### src/rtl/gpio_port_pkg.sv
package gpio_port_pkg;

    localparam int unsigned ADDR_W = 12;
    localparam int unsigned DATA_W = 32;

    localparam logic [ADDR_W-1:0] OFS_DIR   = 12'h400;
    localparam logic [ADDR_W-1:0] OFS_KIND  = 12'h404;
    localparam logic [ADDR_W-1:0] OFS_BOTH  = 12'h408;
    localparam logic [ADDR_W-1:0] OFS_POL   = 12'h40C;
    localparam logic [ADDR_W-1:0] OFS_IEN   = 12'h410;
    localparam logic [ADDR_W-1:0] OFS_RAW   = 12'h414;
    localparam logic [ADDR_W-1:0] OFS_MSK   = 12'h418;
    localparam logic [ADDR_W-1:0] OFS_CLR   = 12'h41C;
    localparam logic [ADDR_W-1:0] OFS_ALT   = 12'h420;

    typedef enum logic [3:0] {
        SEL_NONE,
        SEL_DATA,
        SEL_DIR,
        SEL_KIND,
        SEL_BOTH,
        SEL_POL,
        SEL_IEN,
        SEL_RAW,
        SEL_MSK,
        SEL_CLR,
        SEL_ALT
    } reg_sel_e;

endpackage

### src/rtl/gpio_sync.sv
module gpio_sync #(
    parameter int unsigned W = 8
) (
    input  logic         clk,
    input  logic         rst_n,
    input  logic [W-1:0] async_in,
    output logic [W-1:0] sync_out
);

    logic [W-1:0] meta_q;

    always_ff @(posedge clk or negedge rst_n) begin
        if (!rst_n) begin
            meta_q   <= '0;
            sync_out <= '0;
        end else begin
            meta_q   <= async_in;
            sync_out <= meta_q;
        end
    end

endmodule

### src/rtl/gpio_pin_irq.sv
module gpio_pin_irq (
    input  logic clk,
    input  logic rst_n,
    input  logic level,
    input  logic kind_level,
    input  logic both_edges,
    input  logic polarity,
    input  logic clr,
    output logic raw
);

    logic prev_q;
    logic latch_q;
    logic rise;
    logic fall;
    logic evt;

    always_comb begin
        rise = level & ~prev_q;
        fall = ~level & prev_q;
        if (kind_level) begin
            evt = 1'b0;
        end else if (both_edges) begin
            evt = rise | fall;
        end else begin
            evt = polarity ? rise : fall;
        end
    end

    always_ff @(posedge clk or negedge rst_n) begin
        if (!rst_n) begin
            prev_q  <= 1'b0;
            latch_q <= 1'b0;
        end else begin
            prev_q  <= level;
            latch_q <= (latch_q & ~clr) | evt;
        end
    end

    assign raw = kind_level ? (level == polarity) : latch_q;

    // a clear without a coincident event empties the latch
    p_clear_empties_r10: assert property (@(posedge clk) disable iff (!rst_n)
        (clr && !evt) |=> !latch_q);

    // a latched edge persists until cleared
    p_latch_sticky_r6: assert property (@(posedge clk) disable iff (!rst_n)
        (latch_q && !clr) |=> latch_q);

    // the latch is only set while the pin is in edge mode
    p_set_only_edge_r8: assert property (@(posedge clk) disable iff (!rst_n)
        $rose(latch_q) |-> !$past(kind_level));

endmodule

### src/rtl/gpio_port_regs.sv
module gpio_port_regs
    import gpio_port_pkg::*;
#(
    parameter int unsigned PINS = 8
) (
    input  logic              clk,
    input  logic              rst_n,
    input  logic              bus_sel,
    input  logic              bus_write,
    input  logic [ADDR_W-1:0] bus_addr,
    input  logic [DATA_W-1:0] bus_wdata,
    input  logic [PINS-1:0]   sync_in,
    input  logic [PINS-1:0]   raw_st,
    output logic [PINS-1:0]   data_q,
    output logic [PINS-1:0]   dir_q,
    output logic [PINS-1:0]   kind_q,
    output logic [PINS-1:0]   both_q,
    output logic [PINS-1:0]   pol_q,
    output logic [PINS-1:0]   ien_q,
    output logic [PINS-1:0]   alt_q,
    output logic [PINS-1:0]   clr_mask,
    output logic [DATA_W-1:0] bus_rdata
);

    localparam int unsigned MASK_LO = 2;
    localparam int unsigned MASK_HI = MASK_LO + PINS - 1;

    reg_sel_e        sel;
    logic            wr_en;
    logic [PINS-1:0] pin_mask;
    logic [PINS-1:0] wd;
    logic [PINS-1:0] sw_out;
    logic [PINS-1:0] pin_view;
    logic [PINS-1:0] rd;
    logic            unused_bits;

    assign unused_bits = ^{bus_wdata[DATA_W-1:PINS], bus_addr[MASK_LO-1:0]};

    always_comb begin
        if (bus_addr[ADDR_W-1:MASK_HI+1] == '0) begin
            sel = SEL_DATA;
        end else begin
            unique case (bus_addr)
                OFS_DIR:  sel = SEL_DIR;
                OFS_KIND: sel = SEL_KIND;
                OFS_BOTH: sel = SEL_BOTH;
                OFS_POL:  sel = SEL_POL;
                OFS_IEN:  sel = SEL_IEN;
                OFS_RAW:  sel = SEL_RAW;
                OFS_MSK:  sel = SEL_MSK;
                OFS_CLR:  sel = SEL_CLR;
                OFS_ALT:  sel = SEL_ALT;
                default:  sel = SEL_NONE;
            endcase
        end
    end

    assign wr_en    = bus_sel & bus_write;
    assign pin_mask = bus_addr[MASK_HI:MASK_LO];
    assign wd       = bus_wdata[PINS-1:0];
    assign clr_mask = (wr_en && sel == SEL_CLR) ? wd : '0;

    always_ff @(posedge clk or negedge rst_n) begin
        if (!rst_n) begin
            data_q <= '0;
            dir_q  <= '0;
            kind_q <= '0;
            both_q <= '0;
            pol_q  <= '0;
            ien_q  <= '0;
            alt_q  <= '0;
        end else if (wr_en) begin
            unique case (sel)
                SEL_DATA: data_q <= (data_q & ~pin_mask) | (wd & pin_mask);
                SEL_DIR:  dir_q  <= wd;
                SEL_KIND: kind_q <= wd;
                SEL_BOTH: both_q <= wd;
                SEL_POL:  pol_q  <= wd;
                SEL_IEN:  ien_q  <= wd;
                SEL_ALT:  alt_q  <= wd;
                default:  ;
            endcase
        end
    end

    assign sw_out   = dir_q & ~alt_q;
    assign pin_view = (sw_out & data_q) | (~sw_out & sync_in);

    always_comb begin
        unique case (sel)
            SEL_DATA: rd = pin_view & pin_mask;
            SEL_DIR:  rd = dir_q;
            SEL_KIND: rd = kind_q;
            SEL_BOTH: rd = both_q;
            SEL_POL:  rd = pol_q;
            SEL_IEN:  rd = ien_q;
            SEL_RAW:  rd = raw_st;
            SEL_MSK:  rd = raw_st & ien_q;
            SEL_ALT:  rd = alt_q;
            default:  rd = '0;
        endcase
    end

    assign bus_rdata = {{(DATA_W-PINS){1'b0}}, rd};

    // pins outside the address mask keep their output value
    p_data_unmasked_hold_r2: assert property (@(posedge clk) disable iff (!rst_n)
        (wr_en && sel == SEL_DATA) |=>
            ((data_q & ~$past(pin_mask)) == ($past(data_q) & ~$past(pin_mask))));

    // an unmapped write leaves every configuration register alone
    p_unmapped_write_r12: assert property (@(posedge clk) disable iff (!rst_n)
        (wr_en && sel == SEL_NONE) |=>
            ($stable(dir_q) && $stable(ien_q) && $stable(alt_q) && $stable(data_q)));

endmodule

### src/rtl/gpio_port.sv
module gpio_port
    import gpio_port_pkg::*;
#(
    parameter int unsigned PINS = 8
) (
    input  logic              clk,
    input  logic              rst_n,
    input  logic              bus_sel,
    input  logic              bus_write,
    input  logic [ADDR_W-1:0] bus_addr,
    input  logic [DATA_W-1:0] bus_wdata,
    output logic [DATA_W-1:0] bus_rdata,
    input  logic [PINS-1:0]   pin_in,
    output logic [PINS-1:0]   pin_out,
    output logic [PINS-1:0]   pin_oe,
    input  logic [PINS-1:0]   alt_out,
    input  logic [PINS-1:0]   alt_oe,
    output logic              irq
);

    logic [PINS-1:0] sync_in;
    logic [PINS-1:0] raw_st;
    logic [PINS-1:0] data_q, dir_q, kind_q, both_q, pol_q, ien_q, alt_q;
    logic [PINS-1:0] clr_mask;

    gpio_sync #(.W(PINS)) u_sync (
        .clk      (clk),
        .rst_n    (rst_n),
        .async_in (pin_in),
        .sync_out (sync_in)
    );

    gpio_port_regs #(.PINS(PINS)) u_regs (
        .clk       (clk),
        .rst_n     (rst_n),
        .bus_sel   (bus_sel),
        .bus_write (bus_write),
        .bus_addr  (bus_addr),
        .bus_wdata (bus_wdata),
        .sync_in   (sync_in),
        .raw_st    (raw_st),
        .data_q    (data_q),
        .dir_q     (dir_q),
        .kind_q    (kind_q),
        .both_q    (both_q),
        .pol_q     (pol_q),
        .ien_q     (ien_q),
        .alt_q     (alt_q),
        .clr_mask  (clr_mask),
        .bus_rdata (bus_rdata)
    );

    for (genvar i = 0; i < PINS; i++) begin : g_pin
        gpio_pin_irq u_det (
            .clk        (clk),
            .rst_n      (rst_n),
            .level      (sync_in[i]),
            .kind_level (kind_q[i]),
            .both_edges (both_q[i]),
            .polarity   (pol_q[i]),
            .clr        (clr_mask[i]),
            .raw        (raw_st[i])
        );

        assign pin_out[i] = alt_q[i] ? alt_out[i] : data_q[i];
        assign pin_oe[i]  = alt_q[i] ? alt_oe[i]  : dir_q[i];
    end

    assign irq = |(raw_st & ien_q);

    // the interrupt line needs at least one enabled pin
    p_irq_needs_enable_r9: assert property (@(posedge clk) disable iff (!rst_n)
        irq |-> (ien_q != '0));

    // a software-controlled pin drives only when set as output
    p_oe_follows_dir_r4: assert property (@(posedge clk) disable iff (!rst_n)
        ((alt_q == '0) && (dir_q == '0)) |-> (pin_oe == '0));

endmodule

### config.mk
export PLATFORM = sky130hd
export DESIGN_NAME = gpio_port
export DESIGN_NICKNAME = d
export VERILOG_FILES = /design/src/rtl/gpio_port_pkg.sv /design/src/rtl/gpio_sync.sv /design/src/rtl/gpio_pin_irq.sv /design/src/rtl/gpio_port_regs.sv /design/src/rtl/gpio_port.sv
export SDC_FILE = /design/constraint.sdc
export NUM_CORES = 1
export LEC_CHECK = 0
export ABC_AREA = 1
export CORE_MARGIN = 2
export CORE_UTILIZATION = 50
export CTS_CLUSTER_DIAMETER = 150
export CTS_CLUSTER_SIZE = 24
export DETAILED_ROUTE_END_ITERATION = 10
export HOLD_SLACK_MARGIN = 0.08
export PLACE_DENSITY_LB_ADDON = 0.3
export RECOVER_POWER = 25
export SLEW_MARGIN = 25
export SYNTH_ARGS = -nofsm -noshare
export SYNTH_HDL_FRONTEND = slang
export SYNTH_SLANG_ARGS = --single-unit
### constraint.sdc
create_clock -name clk -period 2.22 [get_ports clk]
set_clock_uncertainty 0.2 [all_clocks]
set_input_delay 0.333 -clock clk [delete_from_list [all_inputs] [get_ports clk]]
set_output_delay 0.333 -clock clk [all_outputs]
set_load 0.005 [all_outputs]
### Yosys cells after proc, flatten, opt, wreduce, memory -nomap -nowiden

Index checks and enable logic that the tools add are counted.

| word-level totals | value |
|---|---|
| bits in registers | 88 |

| operators by class | value |
|---|---|
| equality and inequality tests | 27 |
| muxes and demuxes | 52 |
| bitwise logic cells | 77 |
| reductions and logical operators | 10 |

Operators by type and width:

| cell | count |
|---|---|
| 12-bit by 11-bit == test with 1-bit output, second input constant | 9 |
| 8-bit one-hot mux with 9 select lines | 1 |
| 8-bit AND | 7 |
| 1-bit two-way mux | 48 |
| 4-bit one-hot mux with 9 select lines | 1 |
| 1-bit AND | 25 |
| 1-bit NOT | 24 |
| 8-bit NOT | 3 |
| 4-bit by 3-bit == test with 1-bit output, second input constant | 4 |
| 1-bit OR | 16 |
| 8-bit OR | 2 |
| 2-bit AND reduction | 7 |
| 4-bit == test, second input constant | 3 |
| 1-bit == test | 8 |
| 4-bit by 2-bit == test with 1-bit output, second input constant | 2 |
| 8-bit two-way mux | 1 |
| 8-bit OR reduction | 1 |
| 4-bit by 1-bit == test with 1-bit output, second input constant | 1 |
| 4-bit two-way mux | 1 |
| 2-bit logical NOT | 1 |
| 1-bit logical AND | 1 |

### Longest topological paths before layout

| depth | value |
|---|---|
| depth after elaboration | 9 |
| mapped depth | 12 |
| depth with buffers taken out | 11 |

### Cells and area by module

Synthesis repeated with hierarchy kept, for this count alone.

| unflattened totals | value |
|---|---|
| cells, all modules | 686 |
| area total of the unflattened synthesis | 5,210.0 um2 |

By module, submodules not included:

| module | times used | cells an instance | area each (um2) |
|---|---|---|---|
| gpio_port_regs | 1 | 447 | 3,352.0 |
| gpio_pin_irq | 8 | 20 | 150.1 |
| gpio_sync | 1 | 16 | 400.4 |
| gpio_port | 1 | 63 | 256.5 |

### Least setup slack after synthesis

OpenSTA, ideal clock, no wires.

| path | value |
|---|---|
| kind | input port to output port |
| start | in bus_addr[9] |
| end | out bus_rdata[5] |
| data arrival time | 1.387 ns |
| required time | 1.687 ns |
| setup slack | 0.300 ns |
| cell stages on the path | 12 |
| path through | inv_1 -> nand2_2 -> nor2_4 -> buf_6 -> nand3_1 -> nand2_2 -> nor2_8 -> buf_6 -> nand3_1 -> nand3_1 -> nor2_1 -> nand2_1 |

| between the ends | value |
|---|---|
| word-level cells in the longest chain between the ends | 5 |
| elaborated cells between the ends (all ways) | 21 |
| those cells by class | eq/ne (18); mux (3) |

Ends and longest elaborated chain:

| what | line | text |
|---|---|---|
| start: declaration | gpio_port.sv:10 | `input logic [ADDR_W-1:0] bus_addr,` |
| 12-bit by 11-bit == test with 1-bit output | gpio_port_regs.sv:43 | `unique case (bus_addr)` |
| 4-bit one-hot mux with 9 select lines (*) | gpio_port_regs.sv:43 |  |
| 4-bit two-way mux (*) | gpio_port_regs.sv:40 | `if (bus_addr[ADDR_W-1:MASK_HI+1] == '0) begin` |
| 4-bit == test (tied with other cells) | gpio_port_regs.sv:90 | `unique case (sel)` |
| 8-bit one-hot mux with 9 select lines (*) | gpio_port_regs.sv:90 |  |
| end: declaration | gpio_port.sv:12 | `output logic [DATA_W-1:0] bus_rdata,` |

Mark *: on every way between the ends. The rest lies on a longest branch, timed or not.

### Final worst setup path

| path | value |
|---|---|
| start | in bus_addr[8] |
| end | out bus_rdata[1] |

The elaborated chain is that of the path after synthesis.

==> results.toml <==
[pwr]
p_int_mw = 2.42
peakVddDrop_mv = 0.500
clkPwrFrac_pct = 34.0
swShare_pct = 26.6
seq_power_share_pct = 51.5
combPwrFrac_pct = 14.5
switchingPower_mw = 0.877
power_mw = 3.29
power.density_nw_per_um2 = 454
p_leak_nw = 3.62

[worst_setup_path]
cp.arrival_ns = 1.87
cp-start-kind = "input port"
crit_fanout = 8
critPathLaunch = "bus_addr[8]"
r2r-end = "g_pin[2].u_det.latch_q"
r2r_setup_slack_ns = 0.53
required_ns = 1.69
critPathCapture = "bus_rdata[1]"
r2r_cells = 9
crit_type = "input port to output pin"
end_kind = "output pin"
r2r-start = "u_sync.sync_out[2]"

[synthesis]
synth.top_cell.area_share_pct = 44.0
synth_edf_count = 0
synth_top_family_by_area = "simple AND/OR/NAND/NOR gates"
synth_fa_ha_area_share_pct = 4.00
synthTopCellsByCount = "192 x nand2_1, 88 x dfrtp_1, 79 x o21ai_0"
ys_async_sr_fraction_pct = 100
yosysMostFrequentCell = "nand2_1"
synth.distinct_cells = 30
synth.largest_area_cell = "dfrtp_1"
yosys_warnings = 0
synthCells = 636
yosys.area_share.simple_pct = 27.6
yosysSeqAreaShare_pct = 44.0
synth_area_um2 = 5010
synth_mux_area_share_pct = 1.80
synth.ff_latch_count = 88
synth_ff_type = "dfrtp_1"
synth_area_leaders = "dfrtp_1 44%, nand2_1 14%, o21ai_0 7.9%"
synth_compound_area_share_pct = 12.6
syn_area_per_cell_um2 = 7.88
synth_xor_area_share_pct = 0

[grt]
grt_pass1_wl_um = 24900
gr-total-overflow = 0
grt_use_total_pct = 29.0
grt_max_degree = 37
antenna_found_initial = 0
grt_pass1_vias = 5126

[timing]
post-route-period-util_pct = 108
setup_viol = 9
slew_headroom_pct = 53.5
worst_slew_pin_slew_ns = 0.698
hold_violations = 0
post-route-min-period_ns = 2.41
fmax_mhz = 415
report.final.slew_viol_count = 0
rsz0062_at_grt = "yes"
post-route-worst-setup-slack_ns = -0.187

[layout]
n_antenna_cell = 0
nFillCells = 716
syn_to_final_growth_pct = 44.9
drive_gt1_share_pct = 32.7
nets = 924
fin_util_pct = 74.6
seq_area_um2 = 2200
multi_input_area_um2 = 2710
instances_no_fill = 974

[floorplan]
rows = 36
die_area_um2 = 10800
fp.dieW_um = 104
coreArea_um2 = 9730
start_util_pct = 51.5
ios = 121
die_h_um = 104

[placement]
place_inst = 917
gp_congestion = 0.916
portBuffers = 72
hpwl_um = 10500

[job]
max_cap_viol_count = 0

[clock_network]
clk_pin_slew_ns = 0.08
cts.root.buffer_cell = "clkbuf_8"
max-clock-path-buffers = 2
clock_sinks = 88
h-tree-depth = 3
clock_latency_ns = 0.38
numCtsBuffers = 9
cts_tree = "yes"

[routing]
via_per_inst = 5.37
drc = 0
wirelength_um = 16000
first_pass_iters = 5
ant_nets = 0
num_vias = 5228
routedWlPerCell_um = 16.4
drt_iter0_markers = 441

[worst_hold_path]
hp-class = "input port to register"

[status]
outcome = "finished with violations"
violations = "setup timing"
[worst min-delay path by stage]
stage	endpoint	slack, ns	depth (start not counted)	from
after floorplan	asynchronous set/reset pin	-0.16	0	rst_n
after CTS	register	0.10	5	bus_addr[9]
after detailed placement	u_regs.dir_q[2]	0.07	1	rst_n
after global routing	u_sync.sync_out[1]	0.17	0	u_sync.meta_q[1]
final	register	0.13	5	bus_addr[9]
after global placement	u_regs.kind_q[2]	0.07	1	rst_n
[layer usage]
| metal | GRT usage [%] | vias up | share of wire [%] |
|---|---|---|---|
| met5 | 0 | - | 0 |
| met4 | 13.4 | 0 | 4.8 |
| met3 | 6.89 | 76 | 8.4 |
| met2 | 48.0 | 298 | 48 |
| met1 | 36.0 | 2435 | 39 |
| li1 | - | 2419 | - |
[cell families (layout without fill, tap and decap cells)]
logic type | after synthesis | after routing
fa+ha+maj | 16 | 16
compound gates | 115 | 115
mux | 8 | 8
simple gates | 307 | 307
other cells | 1 | 24
flops | 88 | 88
buf+inv | 101 | 283
[worst max-delay path, stage by stage]
cell	delay (ns)
buf_8	0.10
inv_6	0.05
nand2_4	0.04
nor2_4	0.26
buf_6	0.19
nand3_4	0.09
nand2_4	0.11
nor2_8	0.06
buf_8	0.15
nand4_1	0.07
nand2_1	0.05
nor2_1	0.12
nand2_1	0.10
buf_2	0.14
[power by group through the flow]
stage	sequential [mW]	clock, mW	combinational (mW)
floorplan	1.72	0	0.184
CTS	1.70	1.14	0.457
global placement	1.72	0	0.416
global route	1.70	1.21	0.523
detailed placement	1.73	0	0.426
finish	1.70	1.12	0.476
[per-stage QoR]
stage	setup WS (ns)	TNS (ns)	instance area (um^2)	hold slack, ns
2_1_floorplan	0.300	0	5090	-0.163
3_3_place_gp	-0.807	-14.82	6420	0.0667
3_5_place_dp	-0.834	-16.97	6420	0.0673
4_1_cts	-0.0768	-0.483	7040	0.105
5_1_grt	-0.226	-1.70	7260	0.167
6_report	-0.187	-1.13	7260	0.134
[final cells by class]
class | instances | share of cell area, %
clock buffers | 9 | 1.71
clock inverters | 7 | 0.965
inverters | 69 | 3.84
multi-input cells | 470 | 37.4
flip-flops and latches | 88 | 30.3
well taps | 133 | 2.29
repair buffers | 198 | 23.5
[layout by cell type (no fill, tap or decap), types with 7 or more instances in the layout]
cell and count:
ha_1 16, inv_2 12, nor2_4 12, o21ai_0 64
nand3_1 9, nor2_2 12, nand2_4 7, buf_4 100
o21ai_2 16, clkdlybuf4s50_1 42, mux2_2 8, buf_6 14
inv_1 50, o22ai_1 7, nand3_2 20, nor2_1 29
conb_1 24, nand2_2 7, a21oi_1 7, dfrtp_1 88
nand2_1 189, clkbuf_8 9, nand4_1 10, o21ai_1 12
buf_2 15, dlygate4sd3_1 13
[what timing repair did]
action	4_1_cts	5_1_grt
endpoints found under the hold margin	92	0
endpoints found under the setup margin	9	9
resized for setup	159	44
setup buffers	27	9
pin swaps	52	26
hold buffers	5	0
(Power assumes the default switching activity.)
